File: src/rtl/hcs_pkg.sv
package hcs_pkg;
  typedef enum logic [1:0] {
    ST_IDLE,
    ST_CMD,
    ST_READ,
    ST_LOCK
  } frame_st_e;

  localparam logic [1:0] MODE_ACQ    = 2'b00;
  localparam logic [1:0] MODE_ILLEGAL = 2'b01;
  localparam logic [1:0] MODE_ACQ_RB = 2'b10;
  localparam logic [1:0] MODE_RB     = 2'b11;
endpackage

File: src/rtl/hcs_sync.sv
module hcs_sync #(
  parameter int           W       = 3,
  parameter int           STAGES  = 2,
  parameter logic [W-1:0] RST_VAL = '0
) (
  input  logic         clk,
  input  logic         rst_n,
  input  logic [W-1:0] pin_i,
  output logic [W-1:0] lvl_o,
  output logic [W-1:0] rise_o,
  output logic [W-1:0] fall_o
);
  for (genvar g = 0; g < W; g++) begin : g_bit
    logic [STAGES-1:0] pipe_q;
    logic              prev_q;

    always_ff @(posedge clk or negedge rst_n) begin
      if (!rst_n) begin
        pipe_q <= {STAGES{RST_VAL[g]}};
        prev_q <= RST_VAL[g];
      end else begin
        pipe_q <= {pipe_q[STAGES-2:0], pin_i[g]};
        prev_q <= pipe_q[STAGES-1];
      end
    end

    assign lvl_o[g]  = pipe_q[STAGES-1];
    assign rise_o[g] = pipe_q[STAGES-1] & ~prev_q;
    assign fall_o[g] = ~pipe_q[STAGES-1] & prev_q;
  end
endmodule

File: src/rtl/hcs_frame.sv
module hcs_frame
  import hcs_pkg::*;
#(
  parameter int CMD_W   = 10,
  parameter int RB_W    = 14,
  parameter int CLR_LEN = 24
) (
  input  logic             clk,
  input  logic             rst_n,
  input  logic             sclk_rise,
  input  logic             sclk_fall,
  input  logic             sync_fall,
  input  logic             din,
  input  logic             rb_go,
  input  logic             rb_hold,
  input  logic [RB_W-1:0]  rd_data,
  output logic             word_done,
  output logic [CMD_W-1:0] word,
  output logic             rb_done,
  output logic             locked,
  output logic             dout,
  output logic             dout_oe
);
  localparam int MAX_A = (CLR_LEN > RB_W) ? CLR_LEN : RB_W;
  localparam int MAX_N = (MAX_A > CMD_W) ? MAX_A : CMD_W;
  localparam int CNT_W = $clog2(MAX_N + 1);
  localparam logic [CNT_W-1:0] CMD_LAST = CNT_W'(CMD_W - 1);
  localparam logic [CNT_W-1:0] RB_LAST  = CNT_W'(RB_W - 1);
  localparam logic [CNT_W-1:0] CLR_LAST = CNT_W'(CLR_LEN - 1);

  frame_st_e        state_q;
  logic [CNT_W-1:0] cnt_q;
  logic [CMD_W-1:0] shin_q;
  logic [RB_W-1:0]  shout_q;
  logic             arm_q;
  logic [CMD_W-1:0] word_q;
  logic             word_done_q;
  logic             rb_done_q;
  logic [CMD_W-1:0] word_nxt;

  assign word_nxt = {shin_q[CMD_W-2:0], din};

  always_ff @(posedge clk or negedge rst_n) begin
    if (!rst_n) begin
      state_q     <= ST_IDLE;
      cnt_q       <= '0;
      shin_q      <= '0;
      shout_q     <= '0;
      arm_q       <= 1'b0;
      word_q      <= '0;
      word_done_q <= 1'b0;
      rb_done_q   <= 1'b0;
    end else begin
      word_done_q <= 1'b0;
      rb_done_q   <= 1'b0;
      unique case (state_q)
        ST_IDLE: begin
          if (sync_fall) begin
            cnt_q <= '0;
            if (rb_go) begin
              shout_q <= rd_data;
              state_q <= ST_READ;
            end else if (!rb_hold) begin
              state_q <= ST_CMD;
            end
          end
        end
        ST_CMD: begin
          if (sclk_fall) begin
            shin_q <= word_nxt;
            cnt_q  <= cnt_q + 1'b1;
            if (cnt_q == CMD_LAST) begin
              word_q      <= word_nxt;
              word_done_q <= 1'b1;
              arm_q       <= 1'b0;
              if (word_nxt[CMD_W-1 -: 2] == MODE_ILLEGAL) state_q <= ST_LOCK;
              else state_q <= ST_IDLE;
            end
          end
        end
        ST_READ: begin
          if (sclk_fall) begin
            cnt_q <= cnt_q + 1'b1;
            if (cnt_q == RB_LAST) begin
              rb_done_q <= 1'b1;
              state_q   <= ST_IDLE;
            end
          end else if (sclk_rise && cnt_q != '0) begin
            shout_q <= {shout_q[RB_W-2:0], 1'b0};
          end
        end
        ST_LOCK: begin
          if (sync_fall) begin
            arm_q <= 1'b1;
            cnt_q <= '0;
          end else if (sclk_fall && arm_q) begin
            if (cnt_q == CLR_LAST) begin
              arm_q   <= 1'b0;
              state_q <= ST_IDLE;
            end else begin
              cnt_q <= cnt_q + 1'b1;
            end
          end
        end
        default: state_q <= ST_IDLE;
      endcase
    end
  end

  assign word_done = word_done_q;
  assign word      = word_q;
  assign rb_done   = rb_done_q;
  assign locked    = (state_q == ST_LOCK);
  assign dout_oe   = (state_q == ST_READ);
  assign dout      = shout_q[RB_W-1];
endmodule

File: src/rtl/hcs_decode.sv
module hcs_decode
  import hcs_pkg::*;
#(
  parameter int CHAN_W = 5,
  parameter int CMD_W  = CHAN_W + 5
) (
  input  logic              clk,
  input  logic              rst_n,
  input  logic              word_done,
  input  logic [CMD_W-1:0]  word,
  input  logic              rb_done,
  input  logic              cmd_ready,
  input  logic              acq_done,
  output logic              cmd_valid,
  output logic              cmd_all,
  output logic              cmd_offset,
  output logic [CHAN_W-1:0] cmd_chan,
  output logic [CHAN_W-1:0] rd_chan,
  output logic              rd_offset,
  output logic              rb_pend,
  output logic              rb_ready
);
  logic [1:0]        f_mode;
  logic              f_all;
  logic              f_off;
  logic [CHAN_W-1:0] f_chan;
  logic              f_test;
  logic [CHAN_W-1:0] chan_eff;
  logic              legal;
  logic              wants_acq;
  logic              wants_rb;
  logic              take;
  logic              armed_q;

  always_comb begin
    f_mode    = word[CMD_W-1 -: 2];
    f_all     = word[CMD_W-3];
    f_off     = word[CMD_W-4];
    f_chan    = word[CHAN_W:1];
    f_test    = word[0];
    chan_eff  = f_off ? '0 : f_chan;
    legal     = (f_mode != MODE_ILLEGAL) && !f_test;
    wants_acq = (f_mode == MODE_ACQ) || (f_mode == MODE_ACQ_RB);
    wants_rb  = f_mode[1];
    take      = word_done && legal && !(wants_acq && cmd_valid);
  end

  always_ff @(posedge clk or negedge rst_n) begin
    if (!rst_n) begin
      cmd_valid  <= 1'b0;
      cmd_all    <= 1'b0;
      cmd_offset <= 1'b0;
      cmd_chan   <= '0;
      rd_chan    <= '0;
      rd_offset  <= 1'b0;
      rb_pend    <= 1'b0;
      rb_ready   <= 1'b0;
      armed_q    <= 1'b0;
    end else begin
      if (cmd_valid && cmd_ready) begin
        cmd_valid <= 1'b0;
        if (rb_pend && !rb_ready) armed_q <= 1'b1;
      end
      if (armed_q && acq_done) begin
        rb_ready <= 1'b1;
        armed_q  <= 1'b0;
      end
      if (rb_done) begin
        rb_pend  <= 1'b0;
        rb_ready <= 1'b0;
        armed_q  <= 1'b0;
      end
      if (take) begin
        if (wants_acq) begin
          cmd_valid  <= 1'b1;
          cmd_all    <= f_all;
          cmd_offset <= f_off;
          cmd_chan   <= chan_eff;
        end
        if (wants_rb) begin
          rb_pend   <= 1'b1;
          rb_ready  <= (f_mode == MODE_RB);
          armed_q   <= 1'b0;
          rd_chan   <= chan_eff;
          rd_offset <= f_off;
        end
      end
    end
  end
endmodule

File: src/rtl/hold_cmd_serial.sv
module hold_cmd_serial #(
  parameter int CHAN_W      = 5,
  parameter int RB_W        = 14,
  parameter int CLR_LEN     = 24,
  parameter int SYNC_STAGES = 2
) (
  input  logic              clk,
  input  logic              rst_n,
  input  logic              sclk_i,
  input  logic              sync_n_i,
  input  logic              din_i,
  output logic              dout_o,
  output logic              dout_oe_o,
  output logic              cmd_valid_o,
  input  logic              cmd_ready_i,
  output logic              cmd_all_o,
  output logic              cmd_offset_o,
  output logic [CHAN_W-1:0] cmd_chan_o,
  input  logic              acq_done_i,
  output logic [CHAN_W-1:0] rd_chan_o,
  output logic              rd_offset_o,
  input  logic [RB_W-1:0]   rd_data_i,
  output logic              locked_o
);
  localparam int CMD_W = CHAN_W + 5;

  logic [2:0]       pin_lvl;
  logic [2:0]       pin_rise;
  logic [2:0]       pin_fall;
  logic             sclk_rise;
  logic             sclk_fall;
  logic             sync_fall;
  logic             din_s;
  logic             word_done;
  logic [CMD_W-1:0] word;
  logic             rb_done;
  logic             rb_pend;
  logic             rb_ready;
  logic [5:0]       sync_unused;

  // bit 0 serial clock (idle low), bit 1 frame (idle high), bit 2 data
  hcs_sync #(.W(3), .STAGES(SYNC_STAGES), .RST_VAL(3'b010)) u_sync (
    .clk    (clk),
    .rst_n  (rst_n),
    .pin_i  ({din_i, sync_n_i, sclk_i}),
    .lvl_o  (pin_lvl),
    .rise_o (pin_rise),
    .fall_o (pin_fall)
  );

  assign sclk_rise   = pin_rise[0];
  assign sclk_fall   = pin_fall[0];
  assign sync_fall   = pin_fall[1];
  assign din_s       = pin_lvl[2];
  assign sync_unused = {pin_lvl[1:0], pin_rise[2:1], pin_fall[2], 1'b0};

  hcs_frame #(.CMD_W(CMD_W), .RB_W(RB_W), .CLR_LEN(CLR_LEN)) u_frame (
    .clk       (clk),
    .rst_n     (rst_n),
    .sclk_rise (sclk_rise),
    .sclk_fall (sclk_fall),
    .sync_fall (sync_fall),
    .din       (din_s),
    .rb_go     (rb_pend & rb_ready),
    .rb_hold   (rb_pend & ~rb_ready),
    .rd_data   (rd_data_i),
    .word_done (word_done),
    .word      (word),
    .rb_done   (rb_done),
    .locked    (locked_o),
    .dout      (dout_o),
    .dout_oe   (dout_oe_o)
  );

  hcs_decode #(.CHAN_W(CHAN_W), .CMD_W(CMD_W)) u_decode (
    .clk        (clk),
    .rst_n      (rst_n),
    .word_done  (word_done),
    .word       (word),
    .rb_done    (rb_done),
    .cmd_ready  (cmd_ready_i),
    .acq_done   (acq_done_i),
    .cmd_valid  (cmd_valid_o),
    .cmd_all    (cmd_all_o),
    .cmd_offset (cmd_offset_o),
    .cmd_chan   (cmd_chan_o),
    .rd_chan    (rd_chan_o),
    .rd_offset  (rd_offset_o),
    .rb_pend    (rb_pend),
    .rb_ready   (rb_ready)
  );
endmodule

File: config.mk
export PLATFORM = sky130hd
export DESIGN_NAME = hold_cmd_serial
export DESIGN_NICKNAME = d
export VERILOG_FILES = /design/src/rtl/hcs_pkg.sv /design/src/rtl/hcs_sync.sv /design/src/rtl/hcs_frame.sv /design/src/rtl/hcs_decode.sv /design/src/rtl/hold_cmd_serial.sv
export SDC_FILE = /design/constraint.sdc
export NUM_CORES = 1
export LEC_CHECK = 0
export BUFFER_PORTS_ARGS = -buffer_cell sky130_fd_sc_hd__buf_2
export CAP_MARGIN = 20
export CORE_ASPECT_RATIO = 1.4
export CORE_MARGIN = 1.5
export CORE_UTILIZATION = 49
export DETAILED_ROUTE_END_ITERATION = 8
export PLACE_DENSITY_LB_ADDON = 0.3
export SYNTH_ARGS = -nofsm -noshare
export SYNTH_HDL_FRONTEND = slang
export SYNTH_SLANG_ARGS = --single-unit
File: constraint.sdc
create_clock -name clk -period 2.2 [get_ports clk]
set_input_delay 0.44 -clock clk [delete_from_list [all_inputs] [get_ports clk]]
set_output_delay 0.44 -clock clk [all_outputs]
set_load 0.02 [all_outputs]
==> impl_metrics.tcl, run 1 <==
set metrics [dict create \
    gp_congestion 0.829 \
    syn_area_sq_um 2980 \
    drtIter0Drc 140 \
    power.density_nw_per_um2 1060 \
    p_sw_share_pct 30.0 \
    cts_tree "yes" \
    via_count 2012 \
    synth_top_area_share_pct 54.6 \
    row_count 33 \
    synth_seq_cells 68 \
    fmax_mhz 475 \
    synth_warnings 0 \
    timing.slew.headroom_pct 35.8 \
    cp_max_fo 15 \
    fp.dieW_um 68.9 \
    cts_root_buf "clkbuf_8" \
    viasPerCell 5.27 \
    p_int_mw 2.58 \
    critPathArrivalTime_ps 1660 \
    wl_per_cell_um 14.3 \
    area_delta_synth_final_pct 16.5 \
    synth_area_per_cell_sq_um 11.4 \
    run_status "finished clean" \
    start_util_pct 50.8 \
    drive_gt1_share_pct 26.6 \
    first_global_vias 2001 \
    clkSinkCount 68 \
    nets 336 \
    power_mw 3.68 \
    crit_slowest_cell "dfrtp_1" \
    worst_slew_pin_slew_ps 960 \
    p_comb_share_pct 23.9 \
    post_cts_buffers 0 \
    die_h_um 95.2 \
    r2r_slack_ps 300 \
    ctsHtreeMaxLevel 3 \
    grt_usage_pct 19.0 \
    grt_max_degree 29 \
    ant_nets 0 \
    ios 38 \
    leakage_nw 1.69 \
    finalCriticalPeriod_ps 2100 \
    cts_buffers 9 \
    dpl.hpwl_mm 3.91 \
    reg2reg_from "u_frame.cnt_q[0]" \
    seqPwrFrac_pct 44.9 \
    grt_overflow_total 0 \
    die_area_sq_um 6560 \
    ir_drop_v 0.000639 \
    rsz0062_at_grt "no" \
    setup.worst_path.end_class "output pin" \
    syn_nets 291 \
    setup_tns_ps 0 \
    syn-instance-count 262 \
    p_switching_mw 1.11 \
    ctsResizeCount 0 \
    r2r_end "u_frame.shout_q[13]" \
    hold_path.class "primary input to asynchronous set/reset pin" \
    synth_seq_area_share_pct 57.3 \
    ff2ff_path_depth 7 \
    grt_pass1_wl_mm 9.07 \
    worst_ep_required_time_ps 1760 \
    drt_wl_total_mm 5.47 \
    maxCapViolations 0 \
    synth_top_cells_by_area "dfrtp_1 55%, mux2_2 7.2%, mux2i_1 6.4%" \
    yosysTopAreaCell "dfrtp_1" \
    crit_chain "inv_1, ha_1, buf_4, buf_2" \
    clockBufferDepth 2 \
    critPathMaxStageDelay_ps 400 \
    dp.cells 366 \
    fin_crit_sh_pct 95.6 \
    start_kind "flop" \
    dr.pass1.iters 4 \
    cts-hold-fix-buffers 0 \
    worstSkewPairLatency_ps 340 \
    ys_types 39 \
    port_buffers 37 \
    finalSetupViolations 0 \
    clk_pin_slew_worst_paths_ps 70 \
    worstSetupPathType "flop to output pin" \
    core_area_sq_um 5860 \
    antenna_found_initial 0 \
    stdcell_count 382 \
    finClkSkew_ps 4.01 \
    drcViolationCount 0 \
    slew_viol_final 0 \
    pwr-share-clk_pct 31.2 \
    n_antenna_cell 0 \
    finalHoldViolCount 0 \
]
cells in the final DEF, fill, tap and decap left out, types with 3 or more instances in the layout:
cell / instances
ha_1: 8
o21ai_1: 11
dfstp_2: 3
dfrtp_1: 65
mux2i_1: 19
clkbuf_8: 11
nor3_1: 4
nand2_1: 50
nor2b_1: 6
a21oi_1: 3
inv_1: 12
buf_2: 37
buf_4: 5
nand2b_1: 5
nand3_1: 6
nor2_1: 3
mux2_2: 19
o21ai_0: 15
logic make-up after synthesis:
kind of cell / count (synthesis) / synth area share [%]
AO/OA/AOI/OAI: 42 / 9.12
adder cells (fa/ha/maj): 8 / 3.36
buffers and inverters: 21 / 3.23
flip-flops: 68 / 57.3
multiplexers: 38 / 13.6
AND/OR/NAND/NOR: 85 / 13.4
how the worst max path moves through the flow:
stage                       start             endpoint  slack [ps]  depth (start not counted)
2_1_floorplan  u_frame.state_q[0]  u_frame.shout_q[13]         460                          8
3_3_place_gp     u_frame.cnt_q[0]   u_frame.shout_q[7]         360                          7
3_5_place_dp   u_frame.state_q[1]   u_frame.shout_q[3]         280                          4
4_1_cts        u_frame.state_q[0]            dout_oe_o          80                          4
5_1_grt        u_frame.state_q[0]            dout_oe_o           7                          4
6_report       u_frame.state_q[0]            dout_oe_o         100                          4
layout make-up:
type	instances	area, sq um
multi-input cells	173	1180
clock buffers	13	159
well taps	70	87.6
clock inverters	3	68.8
repair buffers	42	223
inverters	13	48.8
fillers	513	2390
flip-flops and latches	68	1710
per-stage QoR:
| stage | hold WS [ps] | utilization (%) | cell area [sq um] | worst slack [ps] |
|---|---|---|---|---|
| 6_report | 74.9 | 59.2 | 3470 | 95.8 |
| 5_1_grt | 105 | 59.2 | 3470 | 6.93 |
| 3_5_place_dp | 343 | 55.3 | 3240 | 279 |
| 3_3_place_gp | 335 | 55.3 | 3240 | 361 |
| 2_1_floorplan | 144 | - | 2980 | 458 |
| 4_1_cts | 86.6 | 59.2 | 3470 | 77.4 |
synthesized netlist by cell type, drive strengths merged:
cell type,n
dfrtp,65
nand2,50
o21ai,26
mux2,19
mux2i,19
inv,13
ha,8
buf,7
nand3,6
nor2b,6
nand2b,5
nor3,4
a21oi,3
dfstp,3
nor2,3
a211o,2
a21o,2
and3,2
nand3b,2
nor4,2
a211oi,1
a21bo,1
a31o,1
a31oi,1
and4bb,1
clkbuf,1
nand4,1
nand4b,1
nor4b,1
o2111a,1
o211ai,1
o221ai,1
o2bb2ai,1
o31ai,1
or2,1
power groups by stage:
| stage | Combinational [mW] | Sequential [mW] | Clock (mW) |
|---|---|---|---|
| after floorplan | 0.734 | 1.64 | 0 |
| after global placement | 0.868 | 1.67 | 0 |
| after detailed placement | 0.891 | 1.68 | 0 |
| after CTS | 0.896 | 1.65 | 1.18 |
| after global routing | 1.01 | 1.69 | 1.22 |
| final | 0.879 | 1.65 | 1.15 |
critical path, delay by kind of cell, from the launching register on:
| kind | cells | cell delay, ps |
|---|---|---|
| buffers and inverters | 3 | 640 |
| DFF | 1 | 400 |
| adders and majority gates | 1 | 280 |
state kept, by name, summed over array words and instances (netlist names):
register	count
u_decode.rd_chan	5
u_decode.cmd_valid	1
u_decode.cmd_all	1
u_sync.g_bit.prev_q	2
u_decode.cmd_offset	1
u_frame.word	10
u_decode.rd_offset	1
u_frame.arm_q	1
u_decode.armed_q	1
u_decode.cmd_chan	5
u_frame.shin_q	9
u_frame.word_done	1
u_frame.shout_q	14
u_decode.rb_pend	1
u_decode.rb_ready	1
u_frame.cnt_q	5
u_frame.rb_done	1
u_frame.state_q	2
u_sync.g_bit.pipe_q	6
routing by layer:
| metal | part of all wire, % | global-route usage, % | up-vias |
|---|---|---|---|
| met5 | 0 | 0 | - |
| met4 | 1.9 | 7.35 | 0 |
| met3 | 3.2 | 5.79 | 10 |
| met2 | 53 | 32.2 | 32 |
| met1 | 42 | 22.2 | 982 |
| li1 | - | - | 988 |
Power figures use the tool's default switching activity.
==> inputs of run 2 (changes only) <==
- CELL_PAD_IN_SITES_DETAIL_PLACEMENT: unset -> 1
- CELL_PAD_IN_SITES_GLOBAL_PLACEMENT: unset -> 1
- CORE_ASPECT_RATIO: 1.4 -> 0.9
- CORE_UTILIZATION: 49 -> 45
- RECOVER_POWER: unset -> 50
==> run 2 against run 1 <==
Effect of this change:
- clock power barely moved
- sequential power barely moved
- worst setup slack improved by 24 ps
- worst hold slack improved by 120 ps
- cell count rose by 3.7%
- wire length rose by 7.5%
- die area rose by 8.5%
- design area barely moved
- combinational power rose by 5.6%
- largest cell class unchanged
- critical endpoint unchanged
- critical path depth did not move
- via count rose by 2.4%
- non-clock buffer count fell by 3
==> impl_metrics.tcl, run 2 (same netlist as run 1, synthesis figures left out) <==
set metrics [dict create \
    port_buffers 37 \
    power_mw 3.72 \
    seqPwrFrac_pct 44.5 \
    ir_drop_v 0.000535 \
    drtIter0Drc 122 \
    clockBufferDepth 2 \
    fp.dieW_um 88.8 \
    grt_usage_pct 19.1 \
    dr.pass1.iters 4 \
    cts-hold-fix-buffers 0 \
    drive_gt1_share_pct 25.9 \
    antenna_found_initial 0 \
    start_util_pct 47.6 \
    die_area_sq_um 7120 \
    first_global_vias 2103 \
    leakage_nw 1.67 \
    fin_ws_ps 120 \
    final_cell_mix "65 x dfrtp_1, 50 x nand2_1, 36 x buf_2, 19 x mux2_2, 19 x mux2i_1" \
    highest_layer "met4" \
    row_count 27 \
    area_delta_synth_final_pct 16.5 \
    slew_viol_final 0 \
    ctsResizeCount 0 \
    power.density_nw_per_um2 1070 \
    nets 333 \
    grt_overflow_total 0 \
    pwr-share-clk_pct 30.6 \
    r2r_end "u_frame.shout_q[3]" \
    crit_end "dout_oe_o" \
    critPathArrivalTime_ps 1640 \
    p_comb_share_pct 24.9 \
    largest_reg_flops 14 \
    finalSetupViolations 0 \
    cp_max_fo 17 \
    ios 38 \
    placed_area_sq_um 3250 \
    p_sw_share_pct 32.2 \
    r2r_slack_ps 230 \
    largest_register "u_frame.shout_q" \
    worst_slew_pin_slew_ps 1020 \
    start_kind "flop" \
    fin_crit_sh_pct 94.5 \
    cts_root_buf "clkbuf_8" \
    drt_wl_total_mm 5.88 \
    run_status "finished clean" \
    core_area_sq_um 6250 \
    timing.slew.headroom_pct 32.3 \
    crit_chain "inv_1, ha_1, buf_4, buf_2" \
    p_switching_mw 1.20 \
    viasPerCell 5.20 \
    rsz0062_at_grt "no" \
    maxCapViolations 0 \
    min_path_cells 1 \
    grt_max_degree 51 \
    layout_commonest_cell "dfrtp_1" \
    ff2ff_path_depth 6 \
    worst_ep_required_time_ps 1760 \
    crit_slowest_cell "dfrtp_1" \
    finClkSkew_ps 12.1 \
    clk_pin_slew_worst_paths_ps 70 \
    fin_area_sq_um 3470 \
    met2_length_mm 2.75 \
    post_cts_buffers 0 \
    grt_pass1_wl_mm 10.0 \
    hold_path.class "primary input to flop" \
    ctsHtreeMaxLevel 3 \
    gp_congestion 0.772 \
    cts_tree "yes" \
    finalCriticalPeriod_ps 2080 \
    ant_nets 0 \
    drcViolationCount 0 \
    dpl.hpwl_mm 4.27 \
    setup_tns_ps 0 \
    met3_length_um 234 \
    n_antenna_cell 0 \
    startpoint "u_frame.state_q[0]" \
    wl_per_cell_um 14.9 \
    p_int_mw 2.52 \
    finalHoldViolCount 0 \
    cts_buffers 9 \
    pre_cts_slack_ps 181 \
    clkSinkCount 68 \
    reg2reg_from "u_frame.state_q[0]" \
    worstSetupPathType "flop to output pin" \
    critPathMaxStageDelay_ps 400 \
    die_h_um 80.2 \
    worstSkewPairLatency_ps 350 \
    fmax_mhz 481 \
    setup.worst_path.end_class "output pin" \
    wl_met1_mm 2.82 \
    via_count 2061 \
]
-- run 2: cell types whose count changed in the layout (fill, tap and decap cells not counted), sizes merged --
| cell | previous run | this run |
|---|---|---|
| inv | 13 | 14 |
| buf | 42 | 37 |
| clkinv | 1 | 3 |
| clkbuf | 13 | 11 |
| clkinvlp | 0 | 1 |
-- run 2: how the worst min path moves through the flow --
stage	startpoint	to	slack (ps)
6_report	sync_n_i	u_sync.g_bit[1].pipe_q[0]	190
5_1_grt	sync_n_i	u_sync.g_bit[1].pipe_q[0]	170
4_1_cts	rst_n	u_decode.rb_pend	30
3_5_place_dp	u_sync.g_bit[2].pipe_q[0]	u_sync.g_bit[2].pipe_q[1]	350
3_3_place_gp	u_sync.g_bit[2].pipe_q[0]	u_sync.g_bit[2].pipe_q[1]	330
2_1_floorplan	rst_n	u_decode.armed_q	140
-- run 2: per-stage QoR --
step / hold WS (ps) / util [%] / instances
floorplan: 144 / - / 262
CTS: 31.2 / 55.6 / 396
detailed placement: 346 / 52.0 / 380
finish: 193 / 55.5 / 396
global placement: 332 / 52.0 / 380
global route: 175 / 55.5 / 396
-- run 2: layout make-up --
type	instances	area (sq um)
inverters	13	48.8
flip-flops and latches	68	1710
fillers	695	2780
repair buffers	39	199
clock buffers	9	124
well taps	87	109
clock inverters	7	98.8
multi-input cells	173	1180
-- run 2: routing by layer --
metal,global-route usage (%),vias up
li1,-,991
met1,25.2,1026
met2,29.5,33
met3,5.96,11
met4,6.56,0
met5,0,-
-- run 2: power groups by stage --
stage | Sequential, mW | Clock, mW | Combinational, mW
finish | 1.65 | 1.14 | 0.928
global route | 1.69 | 1.23 | 1.05
CTS | 1.66 | 1.17 | 0.931
detailed placement | 1.68 | 0 | 0.926
global placement | 1.67 | 0 | 0.880
floorplan | 1.64 | 0 | 0.734
-- run 2: critical path: cells and delay by family (launching register included) --
family,cells,cell delay (ps)
buffers and inverters,3,670
adders and majority gates,1,230
DFF,1,400
